`config.mk`:
```
export PLATFORM = sky130hd
export DESIGN_NAME = list_sched
export DESIGN_NICKNAME = d
export VERILOG_FILES = /design/src/rtl/ls_pkg.sv /design/src/rtl/ls_period_table.sv /design/src/rtl/ls_resume_ptr.sv /design/src/rtl/ls_ratio_arb.sv /design/src/rtl/list_sched.sv
export SDC_FILE = /design/constraint.sdc
export NUM_CORES = 2
export LEC_CHECK = 0
export BUFFER_PORTS_ARGS = -buffer_cell sky130_fd_sc_hd__buf_2
export CAP_MARGIN = 25
export CORE_MARGIN = 3
export CORE_UTILIZATION = 45
export DETAILED_ROUTE_END_ITERATION = 6
export SYNTH_ARGS = -nofsm -noshare
export SYNTH_HDL_FRONTEND = slang
export SYNTH_SLANG_ARGS = --single-unit
export TNS_END_PERCENT = 100
```
`constraint.sdc`:
```
create_clock -name clk -period 12.05 [get_ports clk]
set_clock_uncertainty 0.2 [all_clocks]
set_input_delay 1.8075 -clock clk [delete_from_list [all_inputs] [get_ports clk]]
set_output_delay 1.8075 -clock clk [all_outputs]
set_load 0.02 [all_outputs]
```
`src/rtl/ls_pkg.sv`:
```
// Shared encodings for the host transfer list scheduler.
// Assumes: a two-bit kind code is enough to tag every offered endpoint.
package ls_pkg;
    typedef enum logic [1:0] {
        KIND_NONE = 2'd0,
        KIND_PER  = 2'd1,
        KIND_CTRL = 2'd2,
        KIND_BULK = 2'd3
    } svc_kind_e;

    typedef enum logic [1:0] {
        ST_IDLE  = 2'd0,
        ST_PER   = 2'd1,
        ST_SHARE = 2'd2,
        ST_WAIT  = 2'd3
    } sched_st_e;
endpackage

```
`src/rtl/ls_period_table.sv`:
```
// Table of periodic list heads, one for each frame slot.
// Assumes: a single write port and a combinational read, with entries cleared by reset.
module ls_period_table #(
    parameter int AW    = 32,
    parameter int IDX_W = 5
) (
    input  logic             clk,
    input  logic             rst_n,
    input  logic             wr_en,
    input  logic [IDX_W-1:0] wr_idx,
    input  logic [AW-1:0]    wr_ptr,
    input  logic [IDX_W-1:0] rd_idx,
    output logic [AW-1:0]    rd_ptr
);
    localparam int DEPTH = 1 << IDX_W;

    logic [AW-1:0] slots [DEPTH];

    // Clear or write table entries.
    always_ff @(posedge clk) begin
        if (!rst_n) begin
            for (int i = 0; i < DEPTH; i++) slots[i] <= '0;
        end else if (wr_en) begin
            slots[wr_idx] <= wr_ptr;
        end
    end

    // Read the head for the current frame slot.
    always_comb rd_ptr = slots[rd_idx];
endmodule

```
`src/rtl/ls_resume_ptr.sv`:
```
// Resume pointer for one asynchronous list (control or bulk).
// A stored value of zero means "start at the head"; otherwise the list resumes there.
// Assumes: adv pulses only when this list's endpoint has been serviced.
module ls_resume_ptr #(
    parameter int AW = 32
) (
    input  logic          clk,
    input  logic          rst_n,
    input  logic [AW-1:0] head,
    input  logic          adv,
    input  logic [AW-1:0] link,
    output logic [AW-1:0] cur_addr,
    output logic          nonempty
);
    logic [AW-1:0] pos;

    // Remember the link of the last serviced endpoint.
    always_ff @(posedge clk) begin
        if (!rst_n)   pos <= '0;
        else if (adv) pos <= link;
    end

    // Pick the resume point, or reload from the head after a null link.
    always_comb begin
        nonempty = (head != '0);
        cur_addr = (pos != '0) ? pos : head;
    end
endmodule

```
`src/rtl/ls_ratio_arb.sv`:
```
// Chooses between control and bulk at an n:1 ratio, where n = ratio + 1.
// An empty list gives its slots to the other list.
// Assumes: ctrl_adv and bulk_adv never pulse together.
module ls_ratio_arb #(
    parameter int RATIO_W = 2
) (
    input  logic               clk,
    input  logic               rst_n,
    input  logic [RATIO_W-1:0] ratio,
    input  logic               ctrl_ne,
    input  logic               bulk_ne,
    input  logic               ctrl_adv,
    input  logic               bulk_adv,
    output logic               pick_bulk,
    output logic               any_ne
);
    localparam int CW = RATIO_W + 1;
    localparam logic [CW-1:0] CMAX = {CW{1'b1}};

    logic [CW-1:0] run;
    logic [CW-1:0] n_val;

    // Count the control services since the last bulk service, saturating.
    always_ff @(posedge clk) begin
        if (!rst_n)                         run <= '0;
        else if (bulk_adv)                  run <= '0;
        else if (ctrl_adv && run != CMAX)   run <= run + 1'b1;
    end

    // Send bulk once n control services have happened, or when control is empty.
    always_comb begin
        n_val     = {1'b0, ratio} + 1'b1;
        any_ne    = ctrl_ne | bulk_ne;
        pick_bulk = bulk_ne && (!ctrl_ne || run >= n_val);
    end
endmodule

```
`src/rtl/list_sched.sv`:
```
// Host transfer list scheduler: walks the periodic list for the frame, then
// shares the rest of the frame between control and bulk at an n:1 ratio.
// Assumes: svc_done is only raised while svc_valid is high; frame_start is a single-cycle pulse.
module list_sched #(
    parameter int AW      = 32,
    parameter int FN_W    = 11,
    parameter int IDX_W   = 5,
    parameter int RATIO_W = 2
) (
    input  logic               clk,
    input  logic               rst_n,
    input  logic               frame_start,
    input  logic [FN_W-1:0]    frame_num,
    input  logic               tbl_wr_en,
    input  logic [IDX_W-1:0]   tbl_wr_idx,
    input  logic [AW-1:0]      tbl_wr_ptr,
    input  logic [AW-1:0]      ctrl_head,
    input  logic [AW-1:0]      bulk_head,
    input  logic [RATIO_W-1:0] ratio,
    output logic               svc_valid,
    output logic [1:0]         svc_kind,
    output logic [AW-1:0]      svc_addr,
    input  logic               svc_done,
    input  logic [AW-1:0]      svc_next
);
    import ls_pkg::*;

    localparam int NLIST = 2;

    sched_st_e     st;
    logic [AW-1:0] per_ptr;
    logic [AW-1:0] tbl_head;
    logic          pick_bulk;
    logic          any_ne;
    logic          done_ok;
    logic [AW-1:0] heads    [NLIST];
    logic [AW-1:0] cur_addr [NLIST];
    logic          list_ne  [NLIST];
    logic          list_adv [NLIST];

    ls_period_table #(.AW(AW), .IDX_W(IDX_W)) u_tbl (
        .clk    (clk),
        .rst_n  (rst_n),
        .wr_en  (tbl_wr_en),
        .wr_idx (tbl_wr_idx),
        .wr_ptr (tbl_wr_ptr),
        .rd_idx (frame_num[IDX_W-1:0]),
        .rd_ptr (tbl_head)
    );

    // Collect the list heads and the advance strobes (index 0 control, 1 bulk).
    always_comb begin
        heads[0]    = ctrl_head;
        heads[1]    = bulk_head;
        done_ok     = svc_done && svc_valid && (st == ST_SHARE);
        list_adv[0] = done_ok && !pick_bulk;
        list_adv[1] = done_ok &&  pick_bulk;
    end

    for (genvar g = 0; g < NLIST; g++) begin : g_list
        ls_resume_ptr #(.AW(AW)) u_ptr (
            .clk      (clk),
            .rst_n    (rst_n),
            .head     (heads[g]),
            .adv      (list_adv[g]),
            .link     (svc_next),
            .cur_addr (cur_addr[g]),
            .nonempty (list_ne[g])
        );
    end

    ls_ratio_arb #(.RATIO_W(RATIO_W)) u_arb (
        .clk       (clk),
        .rst_n     (rst_n),
        .ratio     (ratio),
        .ctrl_ne   (list_ne[0]),
        .bulk_ne   (list_ne[1]),
        .ctrl_adv  (list_adv[0]),
        .bulk_adv  (list_adv[1]),
        .pick_bulk (pick_bulk),
        .any_ne    (any_ne)
    );

    // Phase sequencing: a frame start always wins and reloads the periodic walk.
    always_ff @(posedge clk) begin
        if (!rst_n) begin
            st      <= ST_IDLE;
            per_ptr <= '0;
        end else if (frame_start) begin
            st      <= ST_PER;
            per_ptr <= tbl_head;
        end else begin
            case (st)
                ST_PER: begin
                    if (per_ptr == '0)  st      <= ST_SHARE;
                    else if (svc_done)  per_ptr <= svc_next;
                end
                ST_SHARE: if (!any_ne) st <= ST_WAIT;
                default: ;
            endcase
        end
    end

    // Present the endpoint selected in the current phase.
    always_comb begin
        svc_valid = 1'b0;
        svc_kind  = KIND_NONE;
        svc_addr  = '0;
        if (st == ST_PER && per_ptr != '0) begin
            svc_valid = 1'b1;
            svc_kind  = KIND_PER;
            svc_addr  = per_ptr;
        end else if (st == ST_SHARE && any_ne) begin
            svc_valid = 1'b1;
            svc_kind  = pick_bulk ? KIND_BULK : KIND_CTRL;
            svc_addr  = pick_bulk ? cur_addr[1] : cur_addr[0];
        end
    end
endmodule

```
## Word level (Yosys, flattened, before mapping)

Memories as Yosys holds them, arrays and structs flattened.
Index checks and enable logic that the tools add are counted.

- Multiplexer cells: 25
- $lt $le $gt $ge: 1
- Add/subtract/negate cells: 2
- Reduce and logical (&&, ||, !) cells: 27
- Eq/ne operators: 8
- Bitwise operators: 2

Operators by type and width:

| operator | number |
|---|---|
| two-way mux 32 bit | 10 |
| nonzero test 32 bit | 5 |
| zero test 32 bit | 1 |
| OR reduction 32 bit | 1 |
| two-way mux 1 bit | 9 |
| != test 3 bit (second input constant) | 3 |
| AND reduction 3 bit | 3 |
| logical AND 1 bit | 8 |
| two-way mux 2 bit | 4 |
| != test 2 bit (second input constant) | 3 |
| nonzero test 2 bit | 3 |
| two-way mux 5 bit | 1 |
| case mux 2 bit (2 select lines) | 1 |
| OR reduction 2 bit | 2 |
| adder 2 x 1 -> 3 bit (second input constant) | 1 |
| adder 3 x 1 -> 3 bit (second input constant) | 1 |
| greater-or-equal comparator 3 bit | 1 |
| nonzero test 3 bit | 1 |
| equality test 2 x 1 -> 1 bit (second input constant) | 1 |
| equality test 2 bit (second input constant) | 1 |
| zero test 1 bit | 2 |
| logical OR 1 bit | 1 |
| inverter 1 bit | 1 |
| OR 1 bit | 1 |

- Word-level logic and storage cells: 72
- Bits of input ports: 151
- Memories: 1
- Memory bits (writable): 1024
- Output and inout bits: 35
- Register bits: 101

Memories:

| memory | depth | width | rd ports | clocked after memory_dff | write ports | line | text |
|---|---|---|---|---|---|---|---|
| u_tbl.slots | 32 | 32 | 1 | 0 | 32 | ls_period_table.sv:17 | `logic [AW-1:0] slots [DEPTH];` |

## Longest topological paths before layout

- Word-level depth: 9
- Mapped depth: 10
- Depth with buffers taken out: 8

## Cells and area by module

Synthesis repeated with hierarchy kept, for this count alone.

- Cells, all modules: 4218
- Area total of the unflattened synthesis: 53700.3 um2

By module, submodules not included:

| module | times used | cells each | area an instance (um2) |
|---|---|---|---|
| ls_period_table | 1 | 3488 | 47035.1 |
| ls_resume_ptr | 2 | 226 | 2014.4 |
| list_sched | 1 | 251 | 2389.8 |
| ls_ratio_arb | 1 | 27 | 246.5 |

## Least setup slack after synthesis

No wires, ideal clock.

- Path type: input port to output port
- Start: input ratio[0]
- End: output svc_addr[10]
- Arrival time: 3.838 ns
- Path slack: 6.204 ns
- Cell stages on the path: 9
- Cells stage by stage: ha_1 -> inv_1 -> ha_1 -> a21oi_1 -> o221ai_2 -> nand2_1 -> clkbuf_1 -> a211oi_1 -> o31ai_1

- Word-level cells in the longest chain between the ends: 7

Ends and longest elaborated chain:

| what | line | text |
|---|---|---|
| start, declared | list_sched.sv:19 | `input logic [RATIO_W-1:0] ratio,` |
| adder 2 x 1 -> 3 bit | ls_ratio_arb.sv:32 | `n_val = {1'b0, ratio} + 1'b1;` |
| greater-or-equal comparator 3 bit | ls_ratio_arb.sv:34 | `pick_bulk = bulk_ne && (!ctrl_ne \|\| run >= n_val);` |
| logical OR 1 bit | ls_ratio_arb.sv:34 |  |
| logical AND 1 bit | ls_ratio_arb.sv:34 |  |
| two-way mux 32 bit | list_sched.sv:116 | `svc_addr = pick_bulk ? cur_addr[1] : cur_addr[0];` |
| two-way mux 32 bit | list_sched.sv:113 | `end else if (st == ST_SHARE && any_ne) begin` |
| two-way mux 32 bit | list_sched.sv:109 | `if (st == ST_PER && per_ptr != '0) begin` |
| end, declared | list_sched.sv:22 | `output logic [AW-1:0] svc_addr,` |

No other way between the ends.

## Worst setup path after layout

- Start: input bulk_head[3]
- End: output svc_addr[22]

- Word-level cells in the longest chain between the ends: 5

Ends and longest elaborated chain:

| what | line | text |
|---|---|---|
| start, declared | list_sched.sv:18 | `input logic [AW-1:0] bulk_head,` |
| nonzero test 32 bit * | ls_resume_ptr.sv:25 | `nonempty = (head != '0);` |
| logical AND 1 bit / OR 1 bit (equally long branches) | ls_ratio_arb.sv:34, ls_ratio_arb.sv:33 |  |
| two-way mux 32 bit / logical AND 1 bit (equally long branches) | list_sched.sv:116, list_sched.sv:113 |  |
| two-way mux 32 bit * | list_sched.sv:113 |  |
| two-way mux 32 bit * | list_sched.sv:109 |  |

Every way passes the cells marked *; elsewhere a longest branch is shown, timed or not.

==> flow_metrics.py <==
metrics = {
    "critical_path": {
        "cp.required_ns": 10.04,
        "worstSetupStartpointType": "input pin",
        "setup.worst_path.end_class": "primary output",
        "crit_type": "in2out",
        "crit_path_cell_trace": "buf_2 -> nor4_1 -> nand4_1 -> nor4_2 -> or3_1 -> buf_16 -> o31ai_1 -> buf_2",
        "critPathMaxStageDelay_ns": 0.72,
        "cpMostUsedCell": "buf_2",
        "reg2reg_depth": 10,
        "cp.depth": 8,
        "crit_arrival_ns": 4.78,
        "crit_family": "simple AND/OR/NAND/NOR gates",
        "cp_max_fo": 19,
        "path_buf_inv": 3,
        "crit_slowest_cell": "or3_1",
    },
    "synth": {
        "async_reset_ff_frac": 0,
        "synth_ff_type": "edfxtp_1",
        "synth.distinct_cells": 43,
        "synth_area_um2": 51400,
        "yosys.area.top_type_share": 0.598,
        "seq_area_frac_synth": 0.637,
        "yosys-top-cells-count": "1024 x and2_1, 1024 x edfxtp_1, 288 x mux4_2",
        "yosys.area.top_type": "edfxtp_1",
        "synth_nets": 3556,
        "syn_area_per_cell_um2": 15.1,
        "yosysWarnings": 0,
        "syn-instance-count": 3399,
        "synth_seq_cells": 1125,
        "synth_top_cells_by_area": "edfxtp_1 60%, mux4_2 13%, and2_1 12%",
        "synth_edf_count": 1024,
    },
    "detailed_routing": {
        "antenna_left": 0,
        "vias_per_cell": 5.90,
        "vias": 29834,
        "drcViolationCount": 0,
        "wl_per_cell_um": 29.1,
        "routed_wirelength_um": 147000,
        "drtIter0Drc": 3127,
        "drt-pass1-iter-count": 5,
    },
    "cells_and_area": {
        "stdcell_count": 5056,
        "nets": 3611,
        "layout-drive-gt1-share": 0.220,
        "syn2layout_area_growth_pct": 12.4,
    },
    "sta": {
        "setup_ws_ns": 5.26,
        "final_hold_viol_count": 0,
        "relSlewSlack": 0.262,
        "setup-tns-final_ns": 0,
        "final-max-slew-violation-count": 0,
        "fmax_mhz": 147,
        "finalSetupViolations": 0,
        "fin_crit_sh": 0.563,
        "min_period_ns": 6.79,
        "tightest_slew_ns": 1.10,
        "rsz0062_at_grt": "no",
    },
    "floorplanning": {
        "row_count": 123,
        "start_util": 0.455,
        "coreArea_um2": 113000,
        "die_y_um": 344,
        "ios": 186,
        "die_area_um2": 118000,
        "chipWidth_um": 344,
    },
    "placement": {
        "dpl_worst_slack_ns": 5.47,
        "dp_hpwl_um": 86600,
        "gp_congestion": 0.970,
        "io_buffers": 179,
        "dpl.cell_count": 4830,
    },
    "clock_network": {
        "post_cts_buffers": 0,
        "clkTransAtPathRegs_ns": 0.05,
        "clockBufferDepth": 3,
        "postCtsHoldBufs": 0,
        "clock-sinks": 1125,
        "ctsResizeCount": 0,
        "cts_buffers": 119,
        "h-tree-depth": 3,
        "cts-root-buf": "clkbuf_16",
        "insertion_delay_ns": 0.70,
        "cts_tree": "built",
    },
    "global_routing": {
        "grt_max_degree": 99,
        "grt_pass1_wl_um": 213000,
        "grt_util_all_layers": 0.249,
        "antenna_found_initial": 14,
        "gr-total-overflow": 0,
        "grt_pass1_vias": 31354,
    },
    "power_and_ir_drop": {
        "ir_drop_mv": 0.104,
        "powerDensity_nw_per_um2": 149,
        "leakage_uw": 0.0200,
    },
    "hold_path": {
        "holdPathStages": 2,
        "worstHoldPathType": "reg2reg",
    },
    "outcome": {
        "status": "completed",
    },
    "flow_run": {
        "cap_violations": 0,
    },
}
-- routing by layer --
| layer | vias to the layer above | share of wire | track usage |
|---|---|---|---|
| li1 | 12795 | - | - |
| met1 | 15493 | 0.39 | 0.325 |
| met2 | 1283 | 0.50 | 0.426 |
| met3 | 263 | 0.076 | 0.0391 |
| met4 | 0 | 0.029 | 0.0861 |
| met5 | - | 0 | 0 |
-- sequential cells by signal, indices dropped and copies added (netlist names) --
signal	count
u_arb.run	3
g_list.u_ptr.pos	64
per_ptr	32
st	2
u_tbl.slots	1024
-- cell families after synthesis --
group,synth area share
buf+inv,0.0269
compound gates,0.0333
simple gates,0.150
fa+ha+maj,0.00146
mux,0.151
flops,0.637
-- cells in the final DEF (no fill, tap or decap), drive strengths merged, types with 2 or more instances in the layout --
cell and count:
a31oi 2, nor2 69, clkinv 54, nor2b 64
mux4 288, dfxtp 101, nand2b 3, o31ai 32
nand3b 6, or3 3, bufinv 3, nand2 44
ha 6, and4 2, a22oi 32, diode 6
clkbuf 157, o21ai 32, or3b 2, edfxtp 1024
o22ai 35, nand4 9, and2 1024, or2 2
a221oi 32, buf 267, inv 10, o211ai 32
nor4 41, mux2i 128, a21oi 3, a211oi 34
-- where the power goes --
| group | leakage, uW | internal, uW | switching, uW | total (uW) |
|---|---|---|---|---|
| Sequential | 0.0106 | 4450 | 59.0 | 4510 |
| Combinational | 0.00772 | 265 | 414 | 678 |
| Clock | 0.00175 | 1910 | 1490 | 3400 |
-- worst reg2reg max path: stages (launching register included) --
cell and delay [ns]:
dfxtp_1 0.36, inv_1 0.07, ha_1 0.26, nand2b_1 0.09
a21oi_1 0.09, o221ai_2 0.15, buf_4 0.41, nand3b_1 0.78
buf_4 0.55, mux2i_1 0.21, nor2b_1 0.06
-- path summary, 6_finish.rpt --
check,slack (ns),from,endpoint
worst max register to register,8.68,u_arb.run[0],g_list[1].u_ptr.pos[21]
worst min-delay path,0.31,u_arb.run[1],u_arb.run[1]
worst min register to register,0.31,u_arb.run[1],u_arb.run[1]
worst max-delay path,5.26,bulk_head[3],svc_addr[22]
-- through the flow --
| step | instance area, um^2 | power, uW | hold WS [ns] | util |
|---|---|---|---|---|
| final | 57800 | 8590 | 0.312 | 0.512 |
| after global routing | 57800 | 8860 | 0.333 | 0.512 |
| after CTS | 57700 | 8650 | 0.312 | 0.511 |
| after detailed placement | 54200 | 5280 | 0.303 | 0.479 |
| after global placement | 54000 | 5250 | 0.275 | 0.478 |
| after floorplan | 51400 | 5000 | 0.264 | - |
-- layout make-up --
class                           instances  area (um^2)
Antenna cell                            6         15.0
Clock buffer                          157         3200
Clock inverter                         60          360
Fill cell                            9363        55100
Inverter                                8         30.0
Multi-Input combinational cell       1933        17800
Sequential cell                      1125        32800
Tap cell                             1500         1880
Timing Repair Buffer                  267         1780
No activity file was read; power rests on OpenSTA's default activity.
